**config.mk**
```make
export PLATFORM = sky130hd
export DESIGN_NAME = trc_counter
export DESIGN_NICKNAME = d
export VERILOG_FILES = /design/src/rtl/trc_pkg.sv /design/src/rtl/trc_load_ctl.sv /design/src/rtl/trc_stage.sv /design/src/rtl/trc_counter.sv
export SDC_FILE = /design/constraint.sdc
export NUM_CORES = 1
export LEC_CHECK = 0
export CAP_MARGIN = 25
export CORE_AREA = 2 2 43 45
export DETAILED_ROUTE_END_ITERATION = 12
export DIE_AREA = 0 0 45 47
export MAX_ROUTING_LAYER = met4
export PLACE_DENSITY = 0.75
export RECOVER_POWER = 50
export SYNTH_ARGS = -nofsm -noshare
export SYNTH_HDL_FRONTEND = slang
export SYNTH_HIERARCHICAL = 1
export SYNTH_SLANG_ARGS = --single-unit
```
**constraint.sdc**
```tcl
create_clock -name clk -period 3.4 [get_ports clk]
set_input_delay 0.51 -clock clk [delete_from_list [all_inputs] [get_ports clk]]
set_output_delay 0.51 -clock clk [all_outputs]
set_load 0.05 [all_outputs]
```
**src/rtl/trc_pkg.sv**
```systemverilog
package trc_pkg;

    localparam int STAGE_W = 4;

    typedef enum logic [1:0] {
        OP_CLEAR = 2'd0,
        OP_LOAD  = 2'd1,
        OP_COUNT = 2'd2,
        OP_HOLD  = 2'd3
    } stage_op_e;

    typedef struct packed {
        logic clear;
        logic load;
    } stage_ctl_t;

    // Priority: clear, then load, then count when enabled.
    function automatic stage_op_e pick_op(stage_ctl_t ctl, logic ent);
        if (ctl.clear)     return OP_CLEAR;
        else if (ctl.load) return OP_LOAD;
        else if (ent)      return OP_COUNT;
        else               return OP_HOLD;
    endfunction

endpackage

```
**src/rtl/trc_load_ctl.sv**
```systemverilog
module trc_load_ctl
    import trc_pkg::*;
(
    input  logic       clr_n,
    input  logic       preset_req,
    input  logic       reload_en,
    input  logic       carry,
    output stage_ctl_t ctl
);

    always_comb begin
        ctl.clear = ~clr_n;
        // Effective load: the external request OR the terminal-count feedback.
        ctl.load  = preset_req | (reload_en & carry);
    end

endmodule

```
**src/rtl/trc_stage.sv**
```systemverilog
module trc_stage
    import trc_pkg::*;
#(
    parameter int W = STAGE_W
) (
    input  logic         clk,
    input  stage_ctl_t   ctl,
    input  logic         ent,
    input  logic [W-1:0] din,
    output logic [W-1:0] q,
    output logic         rco
);

    stage_op_e op;

    always_comb op = pick_op(ctl, ent);

    always_ff @(posedge clk) begin
        case (op)
            OP_CLEAR: q <= '0;
            OP_LOAD:  q <= din;
            OP_COUNT: q <= q + W'(1);
            default:  q <= q;
        endcase
    end

    assign rco = ent & (&q);

    // A stage whose enable is low and that is not loading keeps its value.
    AST_STAGE_HOLD: assert property (@(posedge clk) disable iff (ctl.clear)
        (!ent && !ctl.load) |=> $stable(q)) else $error("stage moved without enable");

endmodule

```
**src/rtl/trc_counter.sv**
```systemverilog
module trc_counter
    import trc_pkg::*;
#(
    parameter int               WIDTH  = 12,
    parameter logic [WIDTH-1:0] PRESET = 12'h800
) (
    input  logic             clk,
    input  logic             clr_n,
    input  logic             preset_req,
    input  logic             reload_en,
    output logic [WIDTH-1:0] count,
    output logic             carry
);

    localparam int NSTG = (WIDTH + STAGE_W - 1) / STAGE_W;

    stage_ctl_t        ctl;
    logic [NSTG:0]     ent_chain;

    assign ent_chain[0] = 1'b1;
    assign carry        = ent_chain[NSTG];

    trc_load_ctl u_ctl (
        .clr_n      (clr_n),
        .preset_req (preset_req),
        .reload_en  (reload_en),
        .carry      (carry),
        .ctl        (ctl)
    );

    for (genvar i = 0; i < NSTG; i++) begin : g_stage
        localparam int LO = i * STAGE_W;
        localparam int SW = (i == NSTG - 1) ? (WIDTH - LO) : STAGE_W;
        trc_stage #(.W(SW)) u_stage (
            .clk (clk),
            .ctl (ctl),
            .ent (ent_chain[i]),
            .din (PRESET[LO +: SW]),
            .q   (count[LO +: SW]),
            .rco (ent_chain[i+1])
        );
    end

    AST_CLEAR_ZERO: assert property (@(posedge clk)
        !clr_n |=> count == '0) else $error("clear did not zero");
    AST_CARRY_ONES: assert property (@(posedge clk) disable iff (!clr_n)
        carry == (&count)) else $error("carry mismatch");
    AST_STEP_ONE: assert property (@(posedge clk) disable iff (!clr_n)
        (!preset_req && !(reload_en && carry)) |=> count == $past(count) + WIDTH'(1))
        else $error("bad increment");
    AST_RELOAD: assert property (@(posedge clk) disable iff (!clr_n)
        (reload_en && carry) |=> count == PRESET) else $error("no reload");
    AST_FORCE: assert property (@(posedge clk) disable iff (!clr_n)
        preset_req |=> count == PRESET) else $error("no forced load");
    AST_WRAP: assert property (@(posedge clk) disable iff (!clr_n)
        (!reload_en && !preset_req && carry) |=> count == '0) else $error("no wrap");

endmodule

```
### Word-level counts from Yosys, hierarchy flattened

Cells that the tools add are included.

| storage, ports and cells | value |
|---|---|
| flip-flop bits (word level) | 12 |
| input bits | 4 |
| output and inout bits | 13 |
| logic and storage cells | 38 |

| operators by class | value |
|---|---|
| add/subtract/negate cells | 3 |
| equality and inequality tests | 6 |
| muxes and demuxes | 11 |
| bitwise operators | 4 |
| reductions and logical operators | 11 |

Operator list:

| operator | count |
|---|---|
| one-hot mux 4 bit (2 select lines) | 2 |
| adder 4 x 1 -> 4 bit, second input constant | 3 |
| 2-to-1 mux 2 bit | 6 |
| one-hot mux 4 bit (3 select lines) | 1 |
| AND reduction 4 bit | 3 |
| equality test 2 x 1 -> 1 bit, second input constant | 3 |
| equality test 2 bit, second input constant | 3 |
| zero test 2 bit | 3 |
| nonzero test 2 bit | 2 |
| OR reduction 2 bit | 2 |
| bitwise AND 1 bit | 3 |
| nonzero test 3 bit | 1 |
| 2-to-1 mux 1 bit | 2 |
| bitwise OR 1 bit | 1 |

### Depth between registers and ports, before layout

Gate-level depths: netlist (run 1).

| logic depth | value |
|---|---|
| depth in word-level cells | 10 |
| gate-level depth with buffers | 8 |
| gate-level depth less buffers | 8 |

### Modules after synthesis

The synthesis (run 1) kept the hierarchy.

By module, submodules not included:

| module | times used | cells each | area each (um^2) | sequential area each (um^2) |
|---|---|---|---|---|
| trc_stage | 3 | 22 | 249.0 | 120.1 |
| trc_load_ctl | 1 | 2 | 11.3 | 0.0 |
| trc_counter | 1 | 2 | 7.5 | 0.0 |

### Worst setup path after synthesis (run 1)

OpenSTA, ideal clock, no wires.

| path | value |
|---|---|
| path type | reg2reg |
| start | register g_stage[0].u_stage.q[0] |
| end | register g_stage[0].u_stage.q[1] (data pin) |
| library setup time | 0.269 ns |
| arrival time | 2.632 ns |
| data required time | 3.131 ns |
| setup slack | 0.498 ns |
| stages on the path, launching flop included | 9 |
| period minus slack after synthesis | 2.902 ns |
| path through | edfxtp_1 > ha_1 > and4_2 > and4_2 > and4_2 > a21o_1 > nor2b_2 > a22oi_1 > nor2_1 |

RTL lines:

| item | RTL line | text |
|---|---|---|
| start, declared | trc_stage.sv:10 | `output logic [W-1:0] q,` |
| start signal, assigned | trc_stage.sv:21 | `OP_LOAD: q <= din;` |
| start signal, assigned | trc_stage.sv:22 | `OP_COUNT: q <= q + W'(1);` |
| start signal, assigned | trc_stage.sv:23 | `default: q <= q;` |

### Worst setup path in the final report (run 1)

| path | value |
|---|---|
| start | register g_stage[0].u_stage.q[0] |
| end | output carry |

| between the ends | value |
|---|---|
| word-level cells in the longest chain between the ends | 3 |

Ends and longest elaborated chain:

| item | RTL line | text |
|---|---|---|
| AND reduction 4 bit | trc_stage.sv:27 | `assign rco = ent & (&q);` |
| net ent_chain[1] | trc_counter.sv:18 | `logic [NSTG:0] ent_chain;` |
| bitwise AND 1 bit | trc_stage.sv:27 |  |
| net ent_chain[2] | trc_counter.sv:18 |  |
| bitwise AND 1 bit | trc_stage.sv:27 |  |
| end, declared | trc_counter.sv:12 | `output logic carry` |

The timed path passes the listed nets, and every way through them passes these cells.

==> results.sh, run 1 <==
export IMPL_synth_edf_count=12
export IMPL_drv_cap=0
export IMPL_yosys_area_top_type_share=0.471
export IMPL_ir_drop_uv=214
export IMPL_critical_path_required_ns=2.89
export IMPL_cp_arrival_ns=2.45
export IMPL_clkTransAtPathRegs_ns=0.07
export IMPL_cts_buffer_depth=2
export IMPL_power_frac_seq=0.497
export IMPL_ff_latch_area_sq_um=360
export IMPL_ys_types=16
export IMPL_cts_tree="built"
export IMPL_status="completed"
export IMPL_synthTopCellsByCount="12 x edfxtp_1, 9 x a22oi_1, 9 x nor2_1"
export IMPL_insertion_delay_ns=0.26
export IMPL_h_tree_depth=1
export IMPL_grt_max_degree=19
export IMPL_die_h_um=47
export IMPL_hold_viol=0
export IMPL_p_switching_mw=0.125
export IMPL_synth_cells=70
export IMPL_drv_slew=0
export IMPL_crit_cells=5
export IMPL_synth_warning_count=6
export IMPL_r2r_slack_ns=0.83
export IMPL_cp_max_fo=5
export IMPL_floorplan_initialDensity=0.464
export IMPL_endpoint_kind="output pin"
export IMPL_total_power_mw=0.376
export IMPL_root_buffer="clkbuf_4"
export IMPL_largest_reg_flops=12
export IMPL_top_regs="g_stage.u_stage/q (12)"
export IMPL_period_needed_ns=2.96
export IMPL_place_hpwl_um=1120
export IMPL_syn_area_per_cell_sq_um=10.9
export IMPL_vias=639
export IMPL_yosysSeqAreaShare=0.471
export IMPL_cp_slowest_cell="clkdlybuf4s50_1"
export IMPL_drt_total_wl_um=1480
export IMPL_worst_pin_slew_ns=0.524
export IMPL_antenna_found_initial=0
export IMPL_area_growth_pct=34.6
export IMPL_start_kind="flip-flop"
export IMPL_clock_power_share=0.232
export IMPL_port_buffer_count=16
export IMPL_critPathKind="flip-flop to output pin"
export IMPL_combPwrFrac=0.270
export IMPL_fin_area_sq_um=1030
export IMPL_p_int_mw=0.251
export IMPL_yosys_top_cells_area="edfxtp_1 47%, a22oi_1 8.8%, nand3b_1 5.9%, ha_1 4.9%, o211ai_2 4.9%"
export IMPL_cp_num_buf_inv=1
export IMPL_setup_viol=0
export IMPL_grt_pass1_vias=545
export IMPL_p_leak_nw=0.446
export IMPL_rsz0062_at_grt="false"
export IMPL_p_sw_frac=0.332
export IMPL_instances_no_fill=123
export IMPL_fp_coreArea_sq_um=1650
export IMPL_clock_sinks=12
export IMPL_crit_chain="ha_1 -> and4_1 -> and4_2 -> and4_2 -> clkdlybuf4s50_1"
export IMPL_nets=114
export IMPL_setup_tns_ns=0
export IMPL_max_stage_delay_ns=0.80
export IMPL_io_pins=17
export IMPL_rr_worst_depth=9
export IMPL_n_antenna_cell=0
export IMPL_drive_gt1_frac=0.123
export IMPL_grt_pass1_wl_um=2340
export IMPL_fin_skew_ns=0.00216
export IMPL_die_width_um=45
export IMPL_ant_nets=0
export IMPL_fillers=135
export IMPL_crit_family="buffers and inverters"
export IMPL_track_usage=0.164
export IMPL_ys_ff_latch=12
export IMPL_powerDensity_nw_per_um2=365
export IMPL_num_rows=15
export IMPL_overflow=0
export IMPL_async_flop_share=0
export IMPL_cts_buffers=3
export IMPL_drcViolationCount=0
export IMPL_die_area_sq_um=2120
export IMPL_gp_congestion=0.712
export IMPL_synth_main_ff_cell="edfxtp_1"
export IMPL_post_route_period_util=0.870
export IMPL_place_area_sq_um=1010
export IMPL_synthMostInstantiatedCell="edfxtp_1"
export IMPL_slew_headroom=0.650
export IMPL_placed_cells=119
export IMPL_cts_hold_buf=0
export IMPL_routedWlPerCell_um=12.0
export IMPL_drt_iter0_markers=9
export IMPL_post_cts_setup_buffer_count=0
export IMPL_hold_path_depth=2
export IMPL_cp_common_cell="and4_2"
export IMPL_regMostFlops="g_stage.u_stage/q"
export IMPL_via_per_inst=5.20
export IMPL_min_path_type="flip-flop to flip-flop"
export IMPL_cts_resized=0
export IMPL_synth_area_sq_um=766
export IMPL_fmax_ghz=0.338
export IMPL_multi_input_area_sq_um=440
export IMPL_dr_pass1_iters=4
export IMPL_yosysTopAreaCell="edfxtp_1"
## worst paths after layout
kind	from	end
setup / recovery	g_stage[0].u_stage/q[0]	carry
hold / removal	g_stage[2].u_stage/q[3]	g_stage[2].u_stage/q[3]
setup reg to reg	g_stage[0].u_stage/q[0]	g_stage[0].u_stage/q[3]
hold reg to reg	g_stage[2].u_stage/q[3]	g_stage[2].u_stage/q[3]
## per-stage QoR
| stage | utilization | hold slack, ns | worst slack (ns) |
|---|---|---|---|
| 3_5_place_dp | 0.612 | 0.668 | 0.717 |
| 2_1_floorplan | - | 0.905 | 0.498 |
| 4_1_cts | 0.628 | 0.686 | 0.414 |
| 5_1_grt | 0.624 | 0.716 | 0.326 |
| 3_3_place_gp | 0.612 | 0.643 | 0.787 |
| 6_report | 0.624 | 0.667 | 0.442 |
## routing by layer
metal  GRT usage  share of wire  vias up
li1            -              -      324
met1       0.209           0.48      298
met2       0.234           0.46       15
met3      0.0577          0.050        2
met4      0.0706         0.0088        0
met5           -              0        -
## tightest hold or removal path: cells and delay by family, from the launching register on
family / cells / cell delay, ns
simple gates: 1 / 0.11
flops: 1 / 0.38
compound gates: 1 / 0.07
## cells in the final DEF (no fill, tap or decap)
| cell type | count |
|---|---|
| a21o_1 | 1 |
| a22oi_1 | 9 |
| and4_1 | 1 |
| and4_2 | 2 |
| buf_4 | 1 |
| clkbuf_4 | 3 |
| clkdlybuf4s50_1 | 4 |
| clkinv_1 | 1 |
| conb_1 | 17 |
| dlygate4sd3_1 | 12 |
| edfxtp_1 | 12 |
| ha_1 | 3 |
| inv_1 | 4 |
| nand3_1 | 3 |
| nand3b_1 | 6 |
| nand4_1 | 3 |
| nor2_1 | 10 |
| nor2_2 | 2 |
| nor2b_1 | 1 |
| nor2b_2 | 2 |
| o211ai_2 | 3 |
| or3_1 | 3 |
| xor2_1 | 3 |
## kinds of logic (layout without fill, tap and decap cells)
family / count (synthesis) / after routing / synth area share
AO/OA/AOI/OAI: 13 / 13 / 0.147
XOR/XNOR: 3 / 3 / 0.0343
adder cells (fa/ha/maj): 3 / 3 / 0.0490
buffers and inverters: 4 / 25 / 0.0196
flip-flops: 12 / 12 / 0.471
other: 2 / 17 / 0.00981
AND/OR/NAND/NOR: 33 / 33 / 0.270
## power by group through the flow
stage	logic [mW]	clock network, mW	registers (mW)
floorplan	0.0309	0	0.231
global placement	0.106	0	0.190
detailed placement	0.105	0	0.191
CTS	0.106	0.0913	0.188
global route	0.109	0.100	0.190
finish	0.102	0.0873	0.187
## cell type report
cell class	instances	share of cell area
multi-input cells	69	0.427
inverters	4	0.0146
well taps	17	0.0206
flip-flops and latches	12	0.350
clock buffers	3	0.0218
repair buffers	17	0.163
clock inverters	1	0.00364
(Power assumes the default switching activity.)
==> run 2: changes to the inputs <==
--- a/config.mk
+++ b/config.mk
@@ -12,6 +12,7 @@
 export MAX_ROUTING_LAYER = met4
 export PLACE_DENSITY = 0.75
 export RECOVER_POWER = 50
+export SETUP_SLACK_MARGIN = 0.2
 export SYNTH_ARGS = -nofsm -noshare
 export SYNTH_HDL_FRONTEND = slang
 export SYNTH_HIERARCHICAL = 1
==> results of run 2 <==
The final DEF is identical to that of run 1; final timing and power are the same.
